## config.mk

```make
export PLATFORM = sky130hd
export DESIGN_NAME = cpu_fifo_xfer
export DESIGN_NICKNAME = d
export VERILOG_FILES = /design/src/rtl/cfx_pkg.sv /design/src/rtl/cfx_bus_decode.sv /design/src/rtl/cfx_fifo_core.sv /design/src/rtl/cfx_xfer_count.sv /design/src/rtl/cpu_fifo_xfer.sv
export SDC_FILE = /design/constraint.sdc
export NUM_CORES = 1
export LEC_CHECK = 0
export BUFFER_PORTS_ARGS = -buffer_cell sky130_fd_sc_hd__buf_4
export CAP_MARGIN = 10
export CORE_MARGIN = 2
export CORE_UTILIZATION = 55
export CTS_CLUSTER_DIAMETER = 50
export CTS_CLUSTER_SIZE = 40
export DETAILED_ROUTE_END_ITERATION = 8
export GPL_TIMING_DRIVEN = 0
export PLACE_DENSITY = 0.74
export RECOVER_POWER = 50
export SLEW_MARGIN = 20
export SYNTH_ARGS = -nofsm -noshare
export SYNTH_HDL_FRONTEND = slang
export SYNTH_SLANG_ARGS = --single-unit
```

## constraint.sdc

```tcl
create_clock -name clk -period 3 [get_ports clk]
set_input_delay 0 -clock clk [delete_from_list [all_inputs] [get_ports clk]]
set_output_delay 0 -clock clk [all_outputs]
set_load 0.01 [all_outputs]
```

## src/rtl/cfx_pkg.sv

```systemverilog
// Shared constants and types for the CPU-mapped FIFO.
// Assumes an 8-bit register bus with the three registers at fixed offsets.
package cfx_pkg;
    localparam int BUS_W = 8;
    localparam logic [BUS_W-1:0] ADDR_CTL  = 8'h31;
    localparam logic [BUS_W-1:0] ADDR_DATA = 8'h32;
    localparam logic [BUS_W-1:0] ADDR_SIZE = 8'h33;
    localparam int CTL_EMPTY_BIT = 0;
    localparam int CTL_FULL_BIT  = 1;
    localparam int CTL_FLUSH_BIT = 2;

    // Decoded bus operation for one cycle.
    typedef struct packed {
        logic cpu_push;
        logic cpu_pop;
        logic ctl_wr;
        logic size_wr;
    } bus_op_t;
endpackage

```

## src/rtl/cfx_bus_decode.sv

```systemverilog
// Register decode and read-back mux for the three-register window.
// Assumes at most one register access per cycle. A write beats a read.
module cfx_bus_decode
    import cfx_pkg::*;
#(
    parameter int DW = 8
) (
    input  logic          clk,
    input  logic          rst_n,
    input  logic [7:0]    bus_addr,
    input  logic [DW-1:0] bus_wdata,
    input  logic          bus_wr,
    input  logic          bus_rd,
    input  logic          full,
    input  logic          empty,
    input  logic [DW-1:0] head,
    input  logic [DW-1:0] remain,
    output bus_op_t       op,
    output logic          flush_req,
    output logic [DW-1:0] bus_rdata
);
    logic flush_flag;

    // Decode strobes into per-register operations.
    always_comb begin
        op.cpu_push = bus_wr && (bus_addr == ADDR_DATA);
        op.cpu_pop  = bus_rd && !bus_wr && (bus_addr == ADDR_DATA);
        op.ctl_wr   = bus_wr && (bus_addr == ADDR_CTL);
        op.size_wr  = bus_wr && (bus_addr == ADDR_SIZE);
        flush_req   = op.ctl_wr && bus_wdata[CTL_FLUSH_BIT];
    end

    // Flush flag stays visible for one cycle after the command.
    always_ff @(posedge clk) begin
        if (!rst_n) flush_flag <= 1'b0;
        else        flush_flag <= flush_req;
    end

    // Read-back mux; reserved bits and unmapped addresses read zero.
    always_comb begin
        bus_rdata = '0;
        unique case (bus_addr)
            ADDR_CTL: begin
                bus_rdata[CTL_EMPTY_BIT] = empty;
                bus_rdata[CTL_FULL_BIT]  = full;
                bus_rdata[CTL_FLUSH_BIT] = flush_flag;
            end
            ADDR_DATA: bus_rdata = empty ? '0 : head;
            ADDR_SIZE: bus_rdata = remain;
            default:   bus_rdata = '0;
        endcase
    end

    assert_flush_pulse_R2: assert property (@(posedge clk) disable iff (!rst_n)
        flush_flag && !flush_req |=> !flush_flag);
    assert_one_op_R5: assert property (@(posedge clk) disable iff (!rst_n)
        $countones({op.cpu_push, op.cpu_pop, op.ctl_wr, op.size_wr}) <= 1);
endmodule

```

## src/rtl/cfx_fifo_core.sv

```systemverilog
// Byte storage with wrap-bit pointers.
// Assumes DEPTH is a power of two. Flush overrides push and pop in the same cycle.
module cfx_fifo_core #(
    parameter int DW    = 8,
    parameter int DEPTH = 16
) (
    input  logic          clk,
    input  logic          rst_n,
    input  logic          push,
    input  logic [DW-1:0] push_data,
    input  logic          pop,
    input  logic          flush,
    output logic          push_ok,
    output logic          pop_ok,
    output logic [DW-1:0] head,
    output logic          full,
    output logic          empty
);
    localparam int AW = $clog2(DEPTH);
    localparam int PW = AW + 1;
    localparam logic [PW-1:0] DEPTH_P = PW'(DEPTH);

    logic [DW-1:0] mem [DEPTH];
    logic [PW-1:0] wr_ptr, rd_ptr, level;

    // Occupancy and flags from the pointer difference.
    always_comb begin
        level   = wr_ptr - rd_ptr;
        full    = (level == DEPTH_P);
        empty   = (level == '0);
        push_ok = push && !full && !flush;
        pop_ok  = pop && !empty && !flush;
        head    = mem[rd_ptr[AW-1:0]];
    end

    // Pointer update; flush returns both pointers to zero.
    always_ff @(posedge clk) begin
        if (!rst_n || flush) begin
            wr_ptr <= '0;
            rd_ptr <= '0;
        end else begin
            if (push_ok) wr_ptr <= wr_ptr + 1'b1;
            if (pop_ok)  rd_ptr <= rd_ptr + 1'b1;
        end
    end

    // Storage write for accepted pushes.
    always_ff @(posedge clk) begin
        if (push_ok) mem[wr_ptr[AW-1:0]] <= push_data;
    end

    assert_no_overflow_R3: assert property (@(posedge clk) disable iff (!rst_n)
        level <= DEPTH_P);
    assert_full_drop_R3: assert property (@(posedge clk) disable iff (!rst_n)
        full && push && !pop && !flush |=> full && $stable(wr_ptr));
    assert_empty_pop_R4: assert property (@(posedge clk) disable iff (!rst_n)
        empty && pop && !flush |=> $stable(rd_ptr));
    assert_flush_empties_R2: assert property (@(posedge clk) disable iff (!rst_n)
        flush |=> empty);
    assert_both_ops_R8: assert property (@(posedge clk) disable iff (!rst_n)
        !full && !empty && push && pop && !flush |=> $stable(level));
    assert_flags_excl_R1: assert property (@(posedge clk) disable iff (!rst_n)
        !(full && empty));
endmodule

```

## src/rtl/cfx_xfer_count.sv

```systemverilog
// Remaining-transfer counter: loaded by the CPU, stepped per completed byte.
// Assumes a load and a step never arrive in the same cycle; the load wins if they do.
module cfx_xfer_count #(
    parameter int CW = 8
) (
    input  logic          clk,
    input  logic          rst_n,
    input  logic          load,
    input  logic [CW-1:0] load_val,
    input  logic          step,
    output logic [CW-1:0] remain
);
    // Load, or decrement with a floor at zero.
    always_ff @(posedge clk) begin
        if (!rst_n)                     remain <= '0;
        else if (load)                  remain <= load_val;
        else if (step && remain != '0)  remain <= remain - 1'b1;
    end

    assert_load_R6: assert property (@(posedge clk) disable iff (!rst_n)
        load |=> remain == $past(load_val));
    assert_hold_zero_R7: assert property (@(posedge clk) disable iff (!rst_n)
        !load && remain == '0 |=> remain == '0);
    assert_idle_hold_R7: assert property (@(posedge clk) disable iff (!rst_n)
        !load && !step |=> $stable(remain));
endmodule

```

## src/rtl/cpu_fifo_xfer.sv

```systemverilog
// Top: CPU register window and peer port sharing one byte FIFO.
// Assumes the CPU has priority over the peer for the same direction in one cycle.
module cpu_fifo_xfer
    import cfx_pkg::*;
#(
    parameter int DEPTH = 16
) (
    input  logic       clk,
    input  logic       rst_n,
    input  logic [7:0] bus_addr,
    input  logic [7:0] bus_wdata,
    input  logic       bus_wr,
    input  logic       bus_rd,
    output logic [7:0] bus_rdata,
    input  logic       peer_push,
    input  logic [7:0] peer_wdata,
    input  logic       peer_pop,
    output logic [7:0] peer_rdata,
    output logic       peer_full,
    output logic       peer_empty
);
    localparam int DW = BUS_W;

    bus_op_t       op;
    logic          flush_req, push, pop, push_ok, pop_ok, full, empty, step;
    logic [DW-1:0] push_data, head, remain;

    cfx_bus_decode #(.DW(DW)) u_dec (
        .clk(clk), .rst_n(rst_n), .bus_addr(bus_addr), .bus_wdata(bus_wdata),
        .bus_wr(bus_wr), .bus_rd(bus_rd), .full(full), .empty(empty),
        .head(head), .remain(remain), .op(op), .flush_req(flush_req),
        .bus_rdata(bus_rdata)
    );

    // Merge CPU and peer requests; the CPU wins the data path.
    always_comb begin
        push      = op.cpu_push || peer_push;
        push_data = op.cpu_push ? bus_wdata : peer_wdata;
        pop       = op.cpu_pop || peer_pop;
        step      = (op.cpu_push && push_ok) || (op.cpu_pop && pop_ok);
    end

    cfx_fifo_core #(.DW(DW), .DEPTH(DEPTH)) u_core (
        .clk(clk), .rst_n(rst_n), .push(push), .push_data(push_data),
        .pop(pop), .flush(flush_req), .push_ok(push_ok), .pop_ok(pop_ok),
        .head(head), .full(full), .empty(empty)
    );

    cfx_xfer_count #(.CW(DW)) u_cnt (
        .clk(clk), .rst_n(rst_n), .load(op.size_wr), .load_val(bus_wdata),
        .step(step), .remain(remain)
    );

    // Peer-side view of the buffer head and flags.
    always_comb begin
        peer_rdata = empty ? '0 : head;
        peer_full  = full;
        peer_empty = empty;
    end

    assert_peer_only_R7: assert property (@(posedge clk) disable iff (!rst_n)
        !op.cpu_push && !op.cpu_pop && !op.size_wr |=> $stable(remain));
endmodule

```

Word-level counts from Yosys, hierarchy flattened
Memory sizes are Yosys's and may differ from the RTL's. A register that Yosys moved wholly into a read port is not among the register bits.
Cells that the tools add are included.
W data, S select, Z words.

storage, ports and cells
  flip-flop bits (word level) = 19
  RAM bits = 128
  input port bits = 30
  logic and storage cells = 48
  memories kept = 1

cells by class
  add/subtract/negate cells = 4
  equal/unequal tests = 4
  multiplexer cells = 10
  reductions and logical operators = 25

memories
  name        words  bits a word  read ports  clocked after Yosys merged registers in  write ports  line                 source
  u_core.mem  16     8            1           1                                        1            cfx_fifo_core.sv:23  logic [DW-1:0] mem [DEPTH];

operator list
  kind                   number
  $mux W8                4
  $eq A8 B6 Y1 const B   3
  $logic_and A1 B1 Y1    13
  $add A5 B1 Y5 const B  2
  $pmux W5 S2            1
  $pmux W3 S3            1
  $mux W4                2
  $reduce_bool A8 Y1     1
  $sub A8 B1 Y8 const B  1
  $eq A5 B5 Y1 const B   1
  $logic_not A1 Y1       5
  $logic_not A5 Y1       1
  $sub A5 B5 Y5          1
  $logic_or A1 B1 Y1     4
  $mux W1                2
  $reduce_bool A2 Y1     1

Depth between registers and ports, before layout
Gate-level depths: netlist of the first run.

  depth after elaboration = 11
  depth in mapped cells = 9
  mapped depth without buffers = 9

Hierarchy
A second synthesis of the first run with hierarchy kept.

second synthesis, totals
  cell total of the unflattened synthesis = 418
  area total of the unflattened synthesis = 6760.2 µm²

modules (own cells, without submodules)
  module          instances  cells each  area each (µm²)
  cfx_fifo_core   1          296         5774.3
  cfx_xfer_count  1          61          493.0
  cfx_bus_decode  1          41          289.0
  cpu_fifo_xfer   1          20          203.9

Worst setup path after synthesis of the first run
Ideal clock, no wire load.

  kind = register to register
  start point = register u_core.wr_ptr[0]
  end point = memory u_core.mem[0][0] (enable)
  library setup time = 0.383 ns
  data arrival time = 2.305 ns
  data required time = 2.617 ns
  path slack = 0.311 ns
  stages on the path, launching flop included = 9
  buffers on the path = 0
  period minus slack after synthesis = 2.689 ns
  cells stage by stage = dfxtp_1 > inv_1 > ha_1 > and2b_1 > o22a_4 > o211ai_2 > a31oi_4 > nand2_1 > nor3_1

between the ends
  longest elaborated chain between the ends = 7

ends and longest elaborated chain
  element                           line                 source
  start, declared                   cfx_fifo_core.sv:24  logic [PW-1:0] wr_ptr, rd_ptr, level;
  start signal, assigned            cfx_fifo_core.sv:42  if (push_ok) wr_ptr <= wr_ptr + 1'b1;
  $sub A5 B5 Y5                     cfx_fifo_core.sv:28  level = wr_ptr - rd_ptr;
  $eq A5 B5 Y1                      cfx_fifo_core.sv:29  full = (level == DEPTH_P);
  $logic_not A1 Y1                  cfx_fifo_core.sv:31  push_ok = push && !full && !flush;
  $logic_and A1 B1 Y1 (2 in a row)  cfx_fifo_core.sv:31
  $mux W1                           cfx_fifo_core.sv:49  if (push_ok) mem[wr_ptr[AW-1:0]] <= push_data;
  $mux W1 (implied by the code)     cfx_fifo_core.sv:49
  end, declared                     cfx_fifo_core.sv:23

Several ways; a longest one is shown, not always the timed one.

Final worst setup path of the first run
  start point = register u_core.wr_ptr[0]
  end point = memory u_core.mem[5][2] (enable)

Same word-level chain as after synthesis.

==> impl_metrics.yaml, run 1 <==
setup_path:
  cp_max_fo: 8
  critical_path.top_delay_family: "simple AND/OR/NAND/NOR gates"
  reg2reg_slack_ns: 0.03
  cpPeakStageDelay_ns: 0.50
  endpoint_kind: "flop"
  cp.depth: 8
  crit_buf_inv: 1
  reg2reg_depth: 8
  cp.required_ns: 3.05
  crit_arrival_ns: 3.02
  cp-start-kind: "flop"
  crit_type: "flop to flop"
  crit_slowest_cell: "nor2_2"
  worstPathCellList: "inv_1 > ha_1 > and2b_1 > o22a_4 > o211ai_2 > a31oi_4 > nand2_1 > nor2_2"
floorplanning:
  fp.dieW_um: 115
  coreArea_um2: 12100
  ios: 48
  start_util_pct: 56.7
  dieArea_um2: 13300
  die_h_um: 115
  rows: 40
routing:
  post_drt_via_cell_ratio: 5.71
  routed-via-count: 3898
  wire_per_inst_um: 20.9
  first_pass_iters: 5
  antenna_left: 0
  routed_wl_um: 14300
  drc_errors: 0
  first_iter_violations: 330
cts:
  insertion_delay_ns: 0.42
  cts-root-buf: "clkbuf_16"
  htree_levels: 4
  path_clk_slew_ns: 0.06
  cts_tree: "yes"
  cts_buffers: 17
  clock-sinks: 151
  ctsLongestPathBuffers: 2
synthesis:
  syn_area_um2: 6840
  synth-async-reset-ratio_pct: 0
  synth_warnings: 0
  synth_flop_cell: "edfxtp_1"
  synth_edf_count: 128
  synthTopCellsByArea: "edfxtp_1 (56%), mux4_2 (12%), dfxtp_1 (6.7%)"
  synth_seq_cells: 151
  synth_area_leader_cell: "edfxtp_1"
  syn-instance-count: 421
  synth.distinct_cells: 65
  synth_nets: 462
  syn_avg_cell_area_um2: 16.2
  yosys.area.top_type_share_pct: 56.2
  yosysSeqAreaShare_pct: 63.0
global_routing:
  grt_pass1_wl_um: 22000
  grt_pass1_vias: 4012
  grt_max_degree: 17
  grtUsageTotal_pct: 22.9
  antenna_found_initial: 0
  overflow: 0
power:
  power_density_nw_per_um2: 705
  p_leak_nw: 2.72
  ir_worst_vdd_uv: 402
  power_mw: 5.77
timing:
  tightestPinTransition_ns: 0.911
  hold_viol_final: 0
  fin_skew_ns: 0.00764
  finalSetupViolations: 0
  period_minus_slack_ns: 2.97
  rsz0062_at_grt: "true"
  maxSlewViolCount: 0
  relSlewSlack_pct: 38.8
  finalWorstSetupSlack_ns: 0.0314
  fmax_mhz: 337
  period_share_pct: 99.0
  whs_ns: 0.138
placement:
  place_inst: 636
  portBuffers: 47
  placed_area_um2: 7420
  dp_slack_ns: -0.198
  gp_congestion: 0.876
  hpwl_um: 10100
cells_and_area:
  layout_commonest_cell: "edfxtp_1"
  final_cell_mix: "edfxtp_1 (128), buf_4 (48), mux4_2 (37), nand2_1 (30), dfxtp_1 (23)"
  fin_cells: 683
  seq_area_um2: 4300
  antenna_cells: 0
  stdcell_area_um2: 8180
  syn2layout_area_growth_pct: 19.7
  nNetsFinal: 543
  drive_gt1_share_pct: 34.4
  fill_cells: 792
  multiInputGateArea_um2: 2470
job:
  cap_violations: 0
hold_path:
  hold_depth: 5
  hp-class: "primary input to flop"
status:
  status: "finished, final reports clean"
## state kept, by name, indices dropped and copies added (netlist names), named ones only
name              cells
u_core.mem          128
u_cnt.remain          8
u_core.rd_ptr         5
u_core.wr_ptr         5
u_dec.flush_flag      1
## through the flow
stage / TNS (ns) / utilization (%)
global placement: -10.92 / 61.3
detailed placement: -5.91 / 61.5
floorplan: 0 / -
global route: -6.89 / 67.8
finish: 0 / 67.8
CTS: -1.11 / 67.3
## report_power, final
part	total (mW)	switching, mW	internal (mW)
Sequential	2.35	0.0290	2.32
Combinational	1.54	0.758	0.780
Clock	1.88	0.828	1.06
## cell usage after synthesis, types with 3 or more instances
| cell type | count |
|---|---|
| nand2_1 | 30 |
| a31oi_2 | 3 |
| dfxtp_1 | 23 |
| mux4_2 | 37 |
| nor2b_1 | 3 |
| edfxtp_1 | 128 |
| inv_1 | 9 |
| nor3_2 | 3 |
| o211ai_1 | 5 |
| nand3_1 | 8 |
| nor3_1 | 10 |
| nor2b_4 | 3 |
| o21ai_1 | 14 |
| xnor2_1 | 6 |
| a22oi_1 | 3 |
| a31oi_1 | 3 |
| clkbuf_1 | 6 |
| mux2i_1 | 4 |
| nor4_1 | 4 |
| nor2_1 | 34 |
| xor2_1 | 9 |
| nand2b_1 | 4 |
| ha_1 | 11 |
| nor2b_2 | 3 |
| mux2_2 | 8 |
## cells by family (layout without fill, tap and decap cells)
| family | count (synthesis) | in the layout | synth area share (%) |
|---|---|---|---|
| xor+xnor | 18 | 18 | 2.64 |
| fa+ha+maj | 11 | 11 | 2.01 |
| simple gates | 122 | 122 | 10.7 |
| flops | 151 | 151 | 63.0 |
| compound gates | 47 | 47 | 5.80 |
| buf+inv | 23 | 117 | 1.81 |
| mux | 49 | 49 | 14.1 |
## repair_timing
action / in CTS / in global routing
resized for setup: 12 / 7
setup endpoints to repair: 111 / 115
buffers inserted: 2 / 3
hold buffers: 10 / 0
endpoints found under the hold margin: 10 / 0
pin swaps: 1 / 0
## worst register-to-register path, stage by stage, from the launching register on
cell	delay (ns)
dfxtp_1	0.42
inv_1	0.14
ha_1	0.21
and2b_1	0.30
o22a_4	0.22
o211ai_2	0.12
a31oi_4	0.39
nand2_1	0.30
nor2_2	0.50
## routing by layer
metal,track usage [%],wire length (um),vias to the layer above
met2,36.5,6910,136
met4,9.08,272,0
li1,-,-,1820
met1,30.7,6330,1922
met5,0,0,-
met3,5.75,765,20
## area by class of cell
class                           count  share of cell area (%)
Tap cell                          168                    2.57
Buffer                             14                    1.13
Timing Repair Buffer               62                    6.61
Clock buffer                       17                    5.20
Sequential cell                   151                    52.6
Clock inverter                     15                    1.25
Inverter                            9                   0.413
Multi-Input combinational cell    247                    30.2
## worst paths after layout
check,startpoint,end
min reg2reg,u_core.rd_ptr[3]$_SDFFE_PP0N_,flop
max reg2reg,u_core.wr_ptr[0]$_SDFFE_PP0P_,u_core.mem[5][2]$_DFFE_PP_
min,bus_addr[0],u_cnt.remain[3]$_SDFFE_PN0P_
max,u_core.wr_ptr[0]$_SDFFE_PP0P_,u_core.mem[5][2]$_DFFE_PP_
Power figures use the tool's default switching activity.
==> inputs of run 2 (changes only) <==
--- a/config.mk
+++ b/config.mk
@@ -7,6 +7,7 @@
 export LEC_CHECK = 0
 export BUFFER_PORTS_ARGS = -buffer_cell sky130_fd_sc_hd__buf_4
 export CAP_MARGIN = 10
+export CORE_ASPECT_RATIO = 0.6
 export CORE_MARGIN = 2
 export CORE_UTILIZATION = 55
 export CTS_CLUSTER_DIAMETER = 50
@@ -19,3 +20,4 @@
 export SYNTH_ARGS = -nofsm -noshare
 export SYNTH_HDL_FRONTEND = slang
 export SYNTH_SLANG_ARGS = --single-unit
+export TNS_END_PERCENT = 100
==> impl_metrics.yaml, run 2 (synthesis results as in run 1) <==
cts:
  path_clk_slew_ns: 0.06
  cts_buffers: 17
  htree_levels: 4
  insertion_delay_ns: 0.42
  cts_tree: "yes"
  clock-sinks: 151
  ctsLongestPathBuffers: 2
  cts-root-buf: "clkbuf_16"
routing:
  first_pass_iters: 5
  routed-via-count: 4194
  antenna_left: 0
  first_iter_violations: 524
  wire_per_inst_um: 23.4
  routed_wl_um: 15900
  drc_errors: 0
  post_drt_via_cell_ratio: 6.17
timing:
  period_minus_slack_ns: 2.90
  maxSlewViolCount: 0
  hold_viol_final: 0
  fin_skew_ns: 0.0137
  relSlewSlack_pct: 41.8
  tightestPinTransition_ns: 0.866
  rsz0062_at_grt: "true"
  fmax_mhz: 345
  whs_ns: 0.146
  finalSetupViolations: 0
  period_share_pct: 96.5
floorplanning:
  coreArea_um2: 12100
  rows: 31
  ios: 48
  fp.dieW_um: 148
  dieArea_um2: 13400
  start_util_pct: 56.5
  die_h_um: 90.4
setup_path:
  cp.required_ns: 3.07
  critical_path.top_delay_family: "simple AND/OR/NAND/NOR gates"
  crit_type: "flop to flop"
  worstPathCellList: "inv_1 > ha_1 > and2b_1 > o22a_4 > o211ai_2 > a31oi_4 > nand2_1 > nor2_2"
  crit_arrival_ns: 2.96
  endpoint_kind: "flop"
  crit_buf_inv: 1
  crit_slowest_cell: "nor2_2"
  cp-start-kind: "flop"
  cp_max_fo: 8
  cpPeakStageDelay_ns: 0.46
cells_and_area:
  final_cell_mix: "edfxtp_1 (128), buf_4 (46), mux4_2 (37), nand2_1 (28), dfxtp_1 (23)"
  drive_gt1_share_pct: 34.8
  nNetsFinal: 543
  layout_commonest_cell: "edfxtp_1"
  largest_register_ff_count: 128
  syn2layout_area_growth_pct: 21.0
  antenna_cells: 0
global_routing:
  antenna_found_initial: 0
  grt_pass1_wl_um: 23900
  grt_max_degree: 17
  overflow: 0
  grtUsageTotal_pct: 24.8
  grt_pass1_vias: 4013
job:
  cap_violations: 0
power:
  p_leak_nw: 2.74
  power_density_nw_per_um2: 726
  ir_worst_vdd_uv: 514
  seqPwrFrac_pct: 39.1
  p_sw_mw: 1.69
  pwr-share-clk_pct: 35.1
  swShare_pct: 28.2
  p_int_mw: 4.31
  power_mw: 6.00
  p_comb_share_pct: 25.9
status:
  status: "finished, final reports clean"
placement:
  hpwl_um: 11200
  gp_congestion: 0.899
  portBuffers: 47
hold_path:
  hp-class: "primary input to flop"
==> run 2: cell types whose count changed in the layout (fill, tap and decap cells not counted), moves of 2 or more <==
| cell | change |
|---|---|
| buf_4 | -2 |
| clkinv_4 | -2 |
| clkbuf_16 | +3 |
| nor2_2 | -4 |
| nor2_4 | +4 |
| inv_8 | +2 |
| nand2_2 | +2 |
| clkinv_2 | -4 |
| clkbuf_1 | +2 |
| nand2_1 | -2 |
==> run 2: cell type report <==
type	instances	area (um2)
buffer	14	92.6
clock buffer	20	500
clock inverter	12	98.8
fill	830	3830
inverter	9	33.8
multi-input combinational	247	2500
sequential	151	4300
tap	165	206
timing repair buffer	62	533
==> run 2: worst paths after layout <==
check	startpoint	to	slack, ns	cells past startpoint
worst min register to register	u_core.wr_ptr[4]$_SDFFE_PP0P_	u_core.wr_ptr[4]$_SDFFE_PP0P_	0.58	2
worst max-delay path	u_core.wr_ptr[0]$_SDFFE_PP0P_	u_core.mem[10][1]$_DFFE_PP_	0.10	8
worst max register to register	u_core.wr_ptr[0]$_SDFFE_PP0P_	u_core.mem[10][1]$_DFFE_PP_	0.10	8
worst min-delay path	bus_addr[0]	u_cnt.remain[2]$_SDFFE_PN0P_	0.15	5
==> run 2: metal layers <==
layer  vias to the layer above  share of wire, %  global-route usage (%)
met1                      2118                46                    40.2
met3                        29                10                    6.62
li1                       1826                 -                       -
met2                       221                43                    33.4
met5                         -                 0                       0
met4                         0               1.5                    5.63
==> run 2: power groups by stage <==
stage	sequential (mW)	combinational, mW	clock, mW
floorplan	2.38	1.03	0
global placement	2.39	1.44	0
detailed placement	2.39	1.47	0
CTS	2.35	1.48	2.12
global route	2.35	1.65	2.21
finish	2.35	1.55	2.10
==> run 2: worst min-delay path, cell delays in order <==
cell     delay [ns]
buf_4          0.14
nand2_1        0.10
nor3_1         0.14
nand2_1        0.10
o21ai_1        0.05
==> run 2: timing repair <==
item                                    4_1_cts  5_1_grt
resized for setup                             8       18
setup buffers                                 0        5
endpoints found under the setup margin       96      128
endpoints found under the hold margin        10        0
hold buffers                                 10        0
pin swaps                                     0        4
==> run 2: per-stage QoR <==
stage / setup WS [ns] / util [%] / cell area, um2 / std cells / setup TNS, ns
floorplan: 0.311 / - / 6840 / 421 / 0
global placement: -0.504 / 61.1 / 7400 / 633 / -14.79
detailed placement: -0.144 / 61.3 / 7420 / 633 / -5.98
CTS: -0.134 / 67.2 / 8140 / 675 / -5.11
global route: -0.0809 / 68.4 / 8270 / 680 / -1.64
finish: 0.104 / 68.4 / 8270 / 680 / 0
